File: src/rtl/hsc_pkg.sv
package hsc_pkg;

  typedef enum logic [2:0] {
    ST_LINE  = 3'd0,   // first visible clock of a line
    ST_DISP  = 3'd1,   // remaining visible clocks
    ST_FRONT = 3'd2,
    ST_SYNC  = 3'd3,
    ST_BACK  = 3'd4
  } hsc_state_e;

  // Number of clocks spent in a state.
  function automatic int unsigned hsc_len(hsc_state_e st, int unsigned act,
                                          int unsigned fp, int unsigned sp,
                                          int unsigned bp);
    case (st)
      ST_LINE:  return 1;
      ST_DISP:  return act - 1;
      ST_FRONT: return fp;
      ST_SYNC:  return sp;
      default:  return bp;
    endcase
  endfunction

  function automatic hsc_state_e hsc_next(hsc_state_e st);
    case (st)
      ST_LINE:  return ST_DISP;
      ST_DISP:  return ST_FRONT;
      ST_FRONT: return ST_SYNC;
      ST_SYNC:  return ST_BACK;
      default:  return ST_LINE;
    endcase
  endfunction

  function automatic int unsigned hsc_max4(int unsigned a, int unsigned b,
                                           int unsigned c, int unsigned d);
    int unsigned m;
    m = a;
    if (b > m) m = b;
    if (c > m) m = c;
    if (d > m) m = d;
    return m;
  endfunction

endpackage

File: src/rtl/hsc_phase_fsm.sv
module hsc_phase_fsm
  import hsc_pkg::*;
#(
  parameter int unsigned ACTIVE = 640,
  parameter int unsigned FRONT  = 16,
  parameter int unsigned SYNC   = 96,
  parameter int unsigned BACK   = 48
) (
  input  logic       clk,
  input  logic       rst,
  output hsc_state_e state_o,
  output logic       eol_o
);
  localparam int unsigned MAXLEN = hsc_max4(ACTIVE, FRONT, SYNC, BACK);
  localparam int CNT_W = $clog2(MAXLEN + 1);

  hsc_state_e       state_q;
  logic [CNT_W-1:0] cnt_q;
  logic [CNT_W-1:0] len_m1;
  logic             state_done;

  assign len_m1     = CNT_W'(hsc_len(state_q, ACTIVE, FRONT, SYNC, BACK) - 1);
  assign state_done = (cnt_q == len_m1);

  always_ff @(posedge clk) begin
    if (rst) begin
      state_q <= ST_LINE;
      cnt_q   <= '0;
    end else if (state_done) begin
      state_q <= hsc_next(state_q);
      cnt_q   <= '0;
    end else begin
      cnt_q   <= cnt_q + 1'b1;
    end
  end

  assign state_o = state_q;
  assign eol_o   = (state_q == ST_BACK) && state_done;

  AST_CNT_IN_RANGE: assert property (@(posedge clk) disable iff (rst)
    cnt_q <= len_m1) else $error("phase counter beyond state length");

  AST_BACK_TO_LINE: assert property (@(posedge clk) disable iff (rst)
    eol_o |=> state_q == ST_LINE) else $error("line did not restart");

endmodule

File: src/rtl/hsc_col_scaler.sv
module hsc_col_scaler #(
  parameter int unsigned SCALE = 5,
  parameter int unsigned COLS  = 128,
  localparam int COL_W = $clog2(COLS),
  localparam int PRE_W = (SCALE > 1) ? $clog2(SCALE) : 1
) (
  input  logic             clk,
  input  logic             rst,
  input  logic             de_i,
  input  logic             restart_i,
  output logic [COL_W-1:0] col_o
);
  logic [PRE_W-1:0] pre_q;
  logic [COL_W-1:0] col_q;
  logic             pre_wrap;
  logic             col_at_max;

  assign pre_wrap   = (pre_q == PRE_W'(SCALE - 1));
  assign col_at_max = (col_q == COL_W'(COLS - 1));

  always_ff @(posedge clk) begin
    if (rst || restart_i) begin
      pre_q <= '0;
      col_q <= '0;
    end else if (de_i) begin
      if (pre_wrap) begin
        pre_q <= '0;
        if (!col_at_max) col_q <= col_q + 1'b1;
      end else begin
        pre_q <= pre_q + 1'b1;
      end
    end
  end

  assign col_o = col_q;

  AST_COL_HOLD_BLANK: assert property (@(posedge clk) disable iff (rst)
    (!de_i && !restart_i) |=> $stable(col_q)) else $error("column moved in blanking");

  AST_COL_RESTART: assert property (@(posedge clk) disable iff (rst)
    restart_i |=> col_q == '0) else $error("column not cleared");

endmodule

File: src/rtl/hsync_column_gen.sv
module hsync_column_gen
  import hsc_pkg::*;
#(
  parameter int unsigned ACTIVE = 640,
  parameter int unsigned FRONT  = 16,
  parameter int unsigned SYNC   = 96,
  parameter int unsigned BACK   = 48,
  parameter int unsigned SCALE  = 5,
  parameter int unsigned COLS   = 128,
  localparam int COL_W = $clog2(COLS)
) (
  input  logic             clk,
  input  logic             rst,
  output logic             hsync_n_o,
  output logic             de_o,
  output logic [COL_W-1:0] col_o,
  output logic             eol_o
);
  hsc_state_e state;
  logic       eol;
  logic       de;

  hsc_phase_fsm #(
    .ACTIVE(ACTIVE), .FRONT(FRONT), .SYNC(SYNC), .BACK(BACK)
  ) u_fsm (
    .clk(clk), .rst(rst), .state_o(state), .eol_o(eol)
  );

  assign de = (state == ST_LINE) || (state == ST_DISP);

  hsc_col_scaler #(
    .SCALE(SCALE), .COLS(COLS)
  ) u_scaler (
    .clk(clk), .rst(rst), .de_i(de), .restart_i(eol), .col_o(col_o)
  );

  assign de_o      = de;
  assign hsync_n_o = (state != ST_SYNC);
  assign eol_o     = eol;

  AST_SYNC_IN_BLANK: assert property (@(posedge clk) disable iff (rst)
    !hsync_n_o |-> !de_o) else $error("sync overlaps display");

  AST_EOL_ONE_CLOCK: assert property (@(posedge clk) disable iff (rst)
    eol_o |=> !eol_o) else $error("end-of-line wider than one clock");

  AST_LINE_START: assert property (@(posedge clk) disable iff (rst)
    eol_o |=> (de_o && col_o == '0)) else $error("bad line start");

endmodule

File: config.mk
export PLATFORM = sky130hd
export DESIGN_NAME = hsync_column_gen
export DESIGN_NICKNAME = d
export VERILOG_FILES = /design/src/rtl/hsc_pkg.sv /design/src/rtl/hsc_phase_fsm.sv /design/src/rtl/hsc_col_scaler.sv /design/src/rtl/hsync_column_gen.sv
export SDC_FILE = /design/constraint.sdc
export NUM_CORES = 1
export LEC_CHECK = 0
export ABC_AREA = 1
export CAP_MARGIN = 20
export CORE_MARGIN = 3
export CORE_UTILIZATION = 60
export CTS_BUF_LIST = sky130_fd_sc_hd__clkbuf_8
export DETAILED_ROUTE_END_ITERATION = 8
export MAX_ROUTING_LAYER = met4
export PLACE_DENSITY_LB_ADDON = 0.15
export SETUP_SLACK_MARGIN = 0.3
export SLEW_MARGIN = 0
export SYNTH_ARGS = -nofsm -noshare
export SYNTH_HDL_FRONTEND = slang
export SYNTH_HIERARCHICAL = 1
export SYNTH_SLANG_ARGS = --single-unit
File: constraint.sdc
create_clock -name clk -period 2.5 [get_ports clk]
set_input_delay 0.25 -clock clk [delete_from_list [all_inputs] [get_ports clk]]
set_output_delay 0.25 -clock clk [all_outputs]
set_load 0.01 [all_outputs]
==> results of run 1 <==
[cells by family (layout without fill, tap and decap cells)]
| logic type | count (synthesis) | count (layout) | synth area share, % |
|---|---|---|---|
| xor gates and xnor gates | 8 | 8 | 4.863 |
| and+or+nand+nor | 137 | 137 | 47.30 |
| DFF | 23 | 23 | 28.86 |
| buffers and inverters | 35 | 61 | 8.705 |
| adders and majority gates | 6 | 6 | 4.706 |
| AOI/OAI and AO/OA | 14 | 14 | 5.569 |
[per-layer routing]
metal  vias to the layer above  GRT usage [%]  routed length (um)
li1                        763              -                   -
met1                       703          31.84                1637
met2                        60          36.45                1743
met3                         4          4.299                 239
met4                         0          8.940                  25
met5                         -              -                   0
[power by group through the flow]
stage	Clock, mW	Combinational [mW]	Sequential, mW
after CTS	0.237	1.21	0.490
after floorplan	0	0.899	0.485
after global routing	0.253	1.54	0.502
after detailed placement	0	1.12	0.492
final	0.227	1.40	0.495
after global placement	0	1.08	0.487
[Yosys cell counts, drive strengths merged]
library cell	instances
buf	2
a21oi	10
o21ai	2
xor2	8
nand3b	1
a211oi	1
nand4	9
nand3	25
ha	6
o211a	1
nor4	1
nor3	5
or2	2
nand2	50
nor2	43
clkinv	1
dfxtp	23
and2	1
inv	32
[sequential cells by signal (all words and copies together), names as in the netlist]
name,flops
u_scaler/pre_q,3
u_scaler/col_o,7
u_fsm/cnt_q,10
u_fsm/state_o,3
[how the worst max path moves through the flow]
stage	endpoint	start	depth (start not counted)	slack (ns)
6_report	eol_o	u_fsm/state_o[0]	10	0.34
5_1_grt	eol_o	u_fsm/state_o[1]	9	0.22
4_1_cts	eol_o	u_fsm/state_o[0]	10	0.30
3_5_place_dp	eol_o	u_fsm/state_o[0]	10	0.06
3_3_place_gp	eol_o	u_fsm/state_o[1]	9	0.16
2_1_floorplan	u_scaler/pre_q[2]	u_fsm/state_o[0]	13	0.37
[through the flow]
step	util, %	total power [mW]	setup WS, ns	area (um2)	hold slack [ns]
6_report	78.08	2.121	0.3417	1952	0.4985
5_1_grt	78.08	2.294	0.2151	1952	0.5331
2_1_floorplan	-	1.383	0.3692	1595	0.3124
3_3_place_gp	70.62	1.570	0.1621	1765	0.4674
3_5_place_dp	70.62	1.610	0.06132	1765	0.4893
4_1_cts	74.62	1.943	0.3029	1866	0.5032
[repair_timing]
action | 4_1_cts | 5_1_grt
pin swaps | 5 | 9
setup endpoints to repair | 3 | 11
gates resized for setup | 13 | 12
setup buffers | 3 | 5
[cell type report]
class | count | share of cell area [%]
Clock buffer | 3 | 2.115
Tap cell | 30 | 1.923
Sequential cell | 23 | 23.78
Multi-Input combinational cell | 165 | 54.62
Inverter | 33 | 6.603
Timing Repair Buffer | 24 | 10.71
Clock inverter | 1 | 0.2564
[tightest hold or removal path: stages, from the launching register on]
cell and delay, ns:
dfxtp_1 0.32, inv_1 0.07, a21oi_1 0.06
==> summary.txt, run 1 <==
Status
  • Outcome: finished, final reports clean

Clock tree
  • Hold-fix buffers at CTS: 0
  • H-tree depth: 1
  • Clk Latency, worst-skew pair: approximately 0.26 ns
  • Clk sinks: 23
  • Maximum clock path buffer count: 2
  • CTS tree: done
  • CTS clock-pin slew for the worst setup and hold paths: 0.08 ns
  • Num CTS Buffers: 3
  • Root Buffer: clkbuf_8

Yosys
  • Syn_area_per_cell: between 7 and 8 um2
  • Dominant cell type by area after synthesis: dfxtp_1
  • Unique masters post-synth: 31
  • Ys Warns: 6
  • Synthesized cell area: ~1600 um2
  • #FFs+latches synth: 23
  • Syn nets: 231
  • Post-synthesis sequential area ratio: between 20 and 30%
  • Top-area cell type share of the netlist area: a little under 30%
  • Cells after Synth: between 200 and 250
  • Area contributors post-synth: dfxtp_1, nand2_1, inv_1

Critical path
  • Cells along the critical path: inv_4 > nor2_4 > nand2_4 > ha_4 > xor2_2 > nand4_1 > nor2_4 > nand3_2 > nor2_4 > buf_6
  • Worst Path Buf+Inv: 2
  • Critical path type: reg2out
  • FF-to-FF setup slack: ~0.4 ns
  • Worst r2r src: u_fsm/state_o[0]
  • Crit path max-delay family: simple AND/OR/NAND/NOR gates
  • Max Fanout on Critical Path: 3
  • Slowest CP cell: dfxtp_2
  • R2r endpoint: u_scaler/pre_q[0]
  • WP data arrival: ~1.9 ns
  • Worst r2r path cells: 14
  • CP Capture Type: output port
  • Slowest Stage Delay on Critical Path: roughly 0.36 ns
  • Critical path's most frequent cell: nor2_4
  • CP startpoint kind: flip-flop
  • Data required, critical path: 2.25 ns

Timing
  • Crit share post-route: 86.33%
  • Final Skew: around 0.0011 ns
  • RSZ-0062 raised after global routing: true
  • Hold Fails Final Rpt: 0
  • Max transition margin: between 80% and 90%
  • Setup tns final: 0 ns
  • Fmax: 0.4633 GHz
  • Crit path time final: roughly 2.2 ns
  • Measured slew at the worst slew-check pin: around 0.29 ns
  • Slew Viols, Final: 0
  • Final setup violation count: 0

Power
  • Register share of total power: between 20% and 30%
  • Comb power frac: about 66%
  • Cell Int Power: 1.114 mW
  • Sw Share: ~47%
  • Net switching power figure: approximately 1 mW
  • Maximum vdd drop: between 0.0009 and 0.001 V
  • Power per cell area: about 1100 nW/um2
  • Lkg Pwr: ~0.81 nW
  • Share of total power in the clock network: 10.7%

Detailed routing
  • Via/cell ratio: approximately 5.5
  • Drt drc: 0
  • Antenna-violating nets left: 0
  • Drt pass-1 iters: 5
  • Total Routed Length: 3644 um
  • Wire per inst: about 13 um
  • Drt first-iter violations: between 100 and 150
  • Vias: around 1,500

Layout
  • Layout overhead on the synthesized area: 22.35%
  • Most frequent cells in the layout: nand2_1, inv_1, nor2_1
  • Register Area: 464.2 um2
  • Share of cells above drive strength 1: roughly 31%
  • Filler cells: 170
  • Antenna Diode Count: 0
  • Nets@finish: between 200 and 300
  • Most common cell after layout, fill and taps aside: nand2_1
  • Non-filler cells, final: around 280
  • Multi-input gate area: 1066 um2

GRT
  • Largest net degree at the start of global routing: 14
  • Antenna violations before repair: 0
  • Total GRT Usage: between 20% and 30%
  • First-pass GRT wire length: 6127 um
  • Vias in the first global route: between 1,000 and 1,500
  • Congestion Overflow GR: 0

Worst hold path
  • Hold crit path type: reg2reg
  • Min-delay src: u_scaler/col_o[6]
  • Hold path cells: 2
  • Hold Path End: u_scaler/col_o[6]

Placed design
  • GP Congestion: roughly 0.96
  • DP HPWL: approximately 2700 um
  • IO buf count: 11
  • Placed Instances: between 200 and 300

Floorplan
  • Core ar.: between 2000 and 2500 um2
  • Die H: approximately 58 um
  • FP Rows: 18
  • Die width: 57.57 um
  • Initial Util: 63.81%
  • I/O pins: 12
  • Die Footprint: approximately 3300 um2

Job
  • Maxcap violations: 0
Note: power is estimated with default switching activity, not from simulation.
==> run 2, diff against run 1 <==
CORE_UTILIZATION = 40   (was 60)
SLEW_MARGIN = not set   (was 0)
==> run 2 against run 1 <==
Compared with the run above:
- global-route usage decreased by 9.8 points
- clock skew is 0.0050 ns higher
- design area up 4.0%
- flip-flop and latch count stayed put
- cell count is 9.7% higher
- register-to-register slack lost 0.03 ns
- wire length fell by 1.9%
- sequential share of layout area is 0.79 points lower
- non-clock buffer count rose by 8
- die area increased by 44%
- combinational power is 9% higher
- largest cell class unchanged
==> summary.txt, run 2 (synthesis results as in run 1) <==
Power
  • Share of total power in the clock network: a little over a tenth
  • Lkg Pwr: about 0.85 nW
  • Power per cell area: ~1100 nW/um2
  • Cell Int Power: around 1.2 mW
  • Comb power frac: about two thirds
  • Net switching power figure: roughly 1.0 mW
  • Power, Total: approximately 2.2 mW
  • Maximum vdd drop: ~0.00039 V
  • Register share of total power: a little over a fifth
  • Sw Share: ~46%

Critical path
  • Max Fanout on Critical Path: 5
  • CP startpoint kind: flip-flop
  • Data required, critical path: approximately 2.7 ns
  • Worst Path Buf+Inv: 6
  • Critical path's most frequent cell: buf_4
  • Slowest CP cell: dfxtp_4
  • Cells along the critical path: nor2_4 > nand2_4 > ha_4 > or2_1 > nand2_2 > buf_4 > buf_4 > buf_4 > buf_4 > buf_4 > inv_2 > nor2_4 > nand3_4 > nand2_8 > nor2_2
  • WP data arrival: 2.31 ns
  • FF-to-FF setup slack: around 0.36 ns
  • Crit path max-delay family: simple AND/OR/NAND/NOR gates
  • CP Capture Type: flip-flop
  • Critical path type: reg2reg
  • Slowest Stage Delay on Critical Path: between 0.3 and 0.4 ns

Layout
  • Most frequent cells in the layout: nand2_1, inv_1, nor2_1
  • Multi-input gate area: roughly 1100 um2
  • Largest register FFs: 10
  • Final Util: between 50% and 60%
  • Final instance area: about 2000 um2
  • Largest register by flop count: u_fsm/cnt_q
  • Nets@finish: about 270
  • Non-filler cells, final: 306
  • Filler cells: roughly 380
  • Antenna Diode Count: 0
  • Most common cell after layout, fill and taps aside: nand2_1
  • Share of cells above drive strength 1: around a third
  • Layout overhead on the synthesized area: 27.22%
  • Register Area: roughly 470 um2

Clock tree
  • Clk sinks: 23
  • CTS tree: done
  • Maximum clock path buffer count: 2
  • Clk Latency, worst-skew pair: between 0.2 and 0.3 ns
  • Root Buffer: clkbuf_8
  • CTS clock-pin slew for the worst setup and hold paths: 0.09 ns
  • Num CTS Buffers: 3
  • Hold-fix buffers at CTS: 0
  • H-tree depth: 1

Status
  • Outcome: finished, final reports clean

GRT
  • Vias in the first global route: approximately 1,300
  • Largest net degree at the start of global routing: 15
  • Antenna violations before repair: 0
  • Total GRT Usage: between 10 and 15%
  • First-pass GRT wire length: approximately 5500 um
  • Congestion Overflow GR: 0

Floorplan
  • Initial Util: ~43%
  • FP Rows: 22
  • Die width: about 70 um
  • I/O pins: 12
  • Die Footprint: roughly 4800 um2
  • Die H: a little under 70 um
  • Core ar.: ~3700 um2

Detailed routing
  • Antenna-violating nets left: 0
  • Vias: roughly 1,500
  • Via/cell ratio: just under 5
  • Drt drc: 0
  • Wire per inst: between 10 and 15 um
  • Total Routed Length: about 3600 um
  • Drt first-iter violations: 101
  • Drt pass-1 iters: 4

Placed design
  • IO buf count: 11
  • GP Congestion: between 0.9 and 1
  • Placed Instances: 289
  • DP HPWL: ~2500 um
  • Pre-CTS setup slack: roughly 0.055 ns
  • Placed Area: roughly 1800 um2

Timing
  • Slew Viols, Final: 0
  • RSZ-0062 raised after global routing: true
  • PnR worst setup slack: 0.3595 ns
  • Crit path time final: roughly 2.1 ns
  • Measured slew at the worst slew-check pin: between 0.3 and 0.4 ns
  • Final Skew: roughly 0.006 ns
  • Max transition margin: between 70% and 80%
  • Final setup violation count: 0
  • Hold Fails Final Rpt: 0
  • Crit share post-route: between 80% and 90%
  • Setup tns final: 0 ns
  • Hold WS: about 0.5 ns
  • Fmax: roughly 0.47 GHz

Worst hold path
  • Hold crit path type: reg2reg

Job
  • Maxcap violations: 0
[run 2: final timing paths]
| kind | from | to | cells past startpoint |
|---|---|---|---|
| setup / recovery | u_fsm/state_o[2] | u_fsm/cnt_q[9] | 15 |
| hold / removal | u_scaler/pre_q[1] | u_scaler/pre_q[1] | 2 |
| hold reg to reg | u_scaler/pre_q[1] | u_scaler/pre_q[1] | 2 |
| setup reg to reg | u_fsm/state_o[2] | u_fsm/cnt_q[9] | 15 |
[run 2: power groups by stage]
stage,clock [mW],sequential [mW],combinational (mW)
after floorplan,0,0.485,0.899
after global placement,0,0.487,1.17
after detailed placement,0,0.489,1.17
after CTS,0.254,0.482,1.34
after global routing,0.273,0.493,1.65
final,0.247,0.486,1.52
[run 2: final cells by class]
type	instances	share of cell area, %
clock buffer	3	2.035
clock inverter	1	0.3699
inverter	33	6.104
multi-input combinational	166	52.59
sequential	23	23.00
tap	48	2.959
timing repair buffer	32	12.95
[run 2: per-layer routing]
layer  vias up  GRT usage [%]  wire length, um
li1        781              -                -
met3         4          2.770              188
met4         0          3.905               37
met5         -              -                0
met2        41          20.55             1533
met1       664          20.05             1813
[run 2: repair_timing]
action                                  in CTS  in global routing
pin swaps                                    6                 12
cloned                                       0                  1
endpoints found under the setup margin       1                 19
setup buffers                                8                  4
gates resized for setup                     11                  9
[run 2: worst register-to-register path: stages (launching register included)]
cell	delay (ns)
dfxtp_4	0.38
nor2_4	0.14
nand2_4	0.09
ha_4	0.17
or2_1	0.21
nand2_2	0.08
buf_4	0.11
buf_4	0.09
buf_4	0.09
buf_4	0.09
buf_4	0.10
inv_2	0.04
nor2_4	0.12
nand3_4	0.16
nand2_8	0.14
nor2_2	0.05
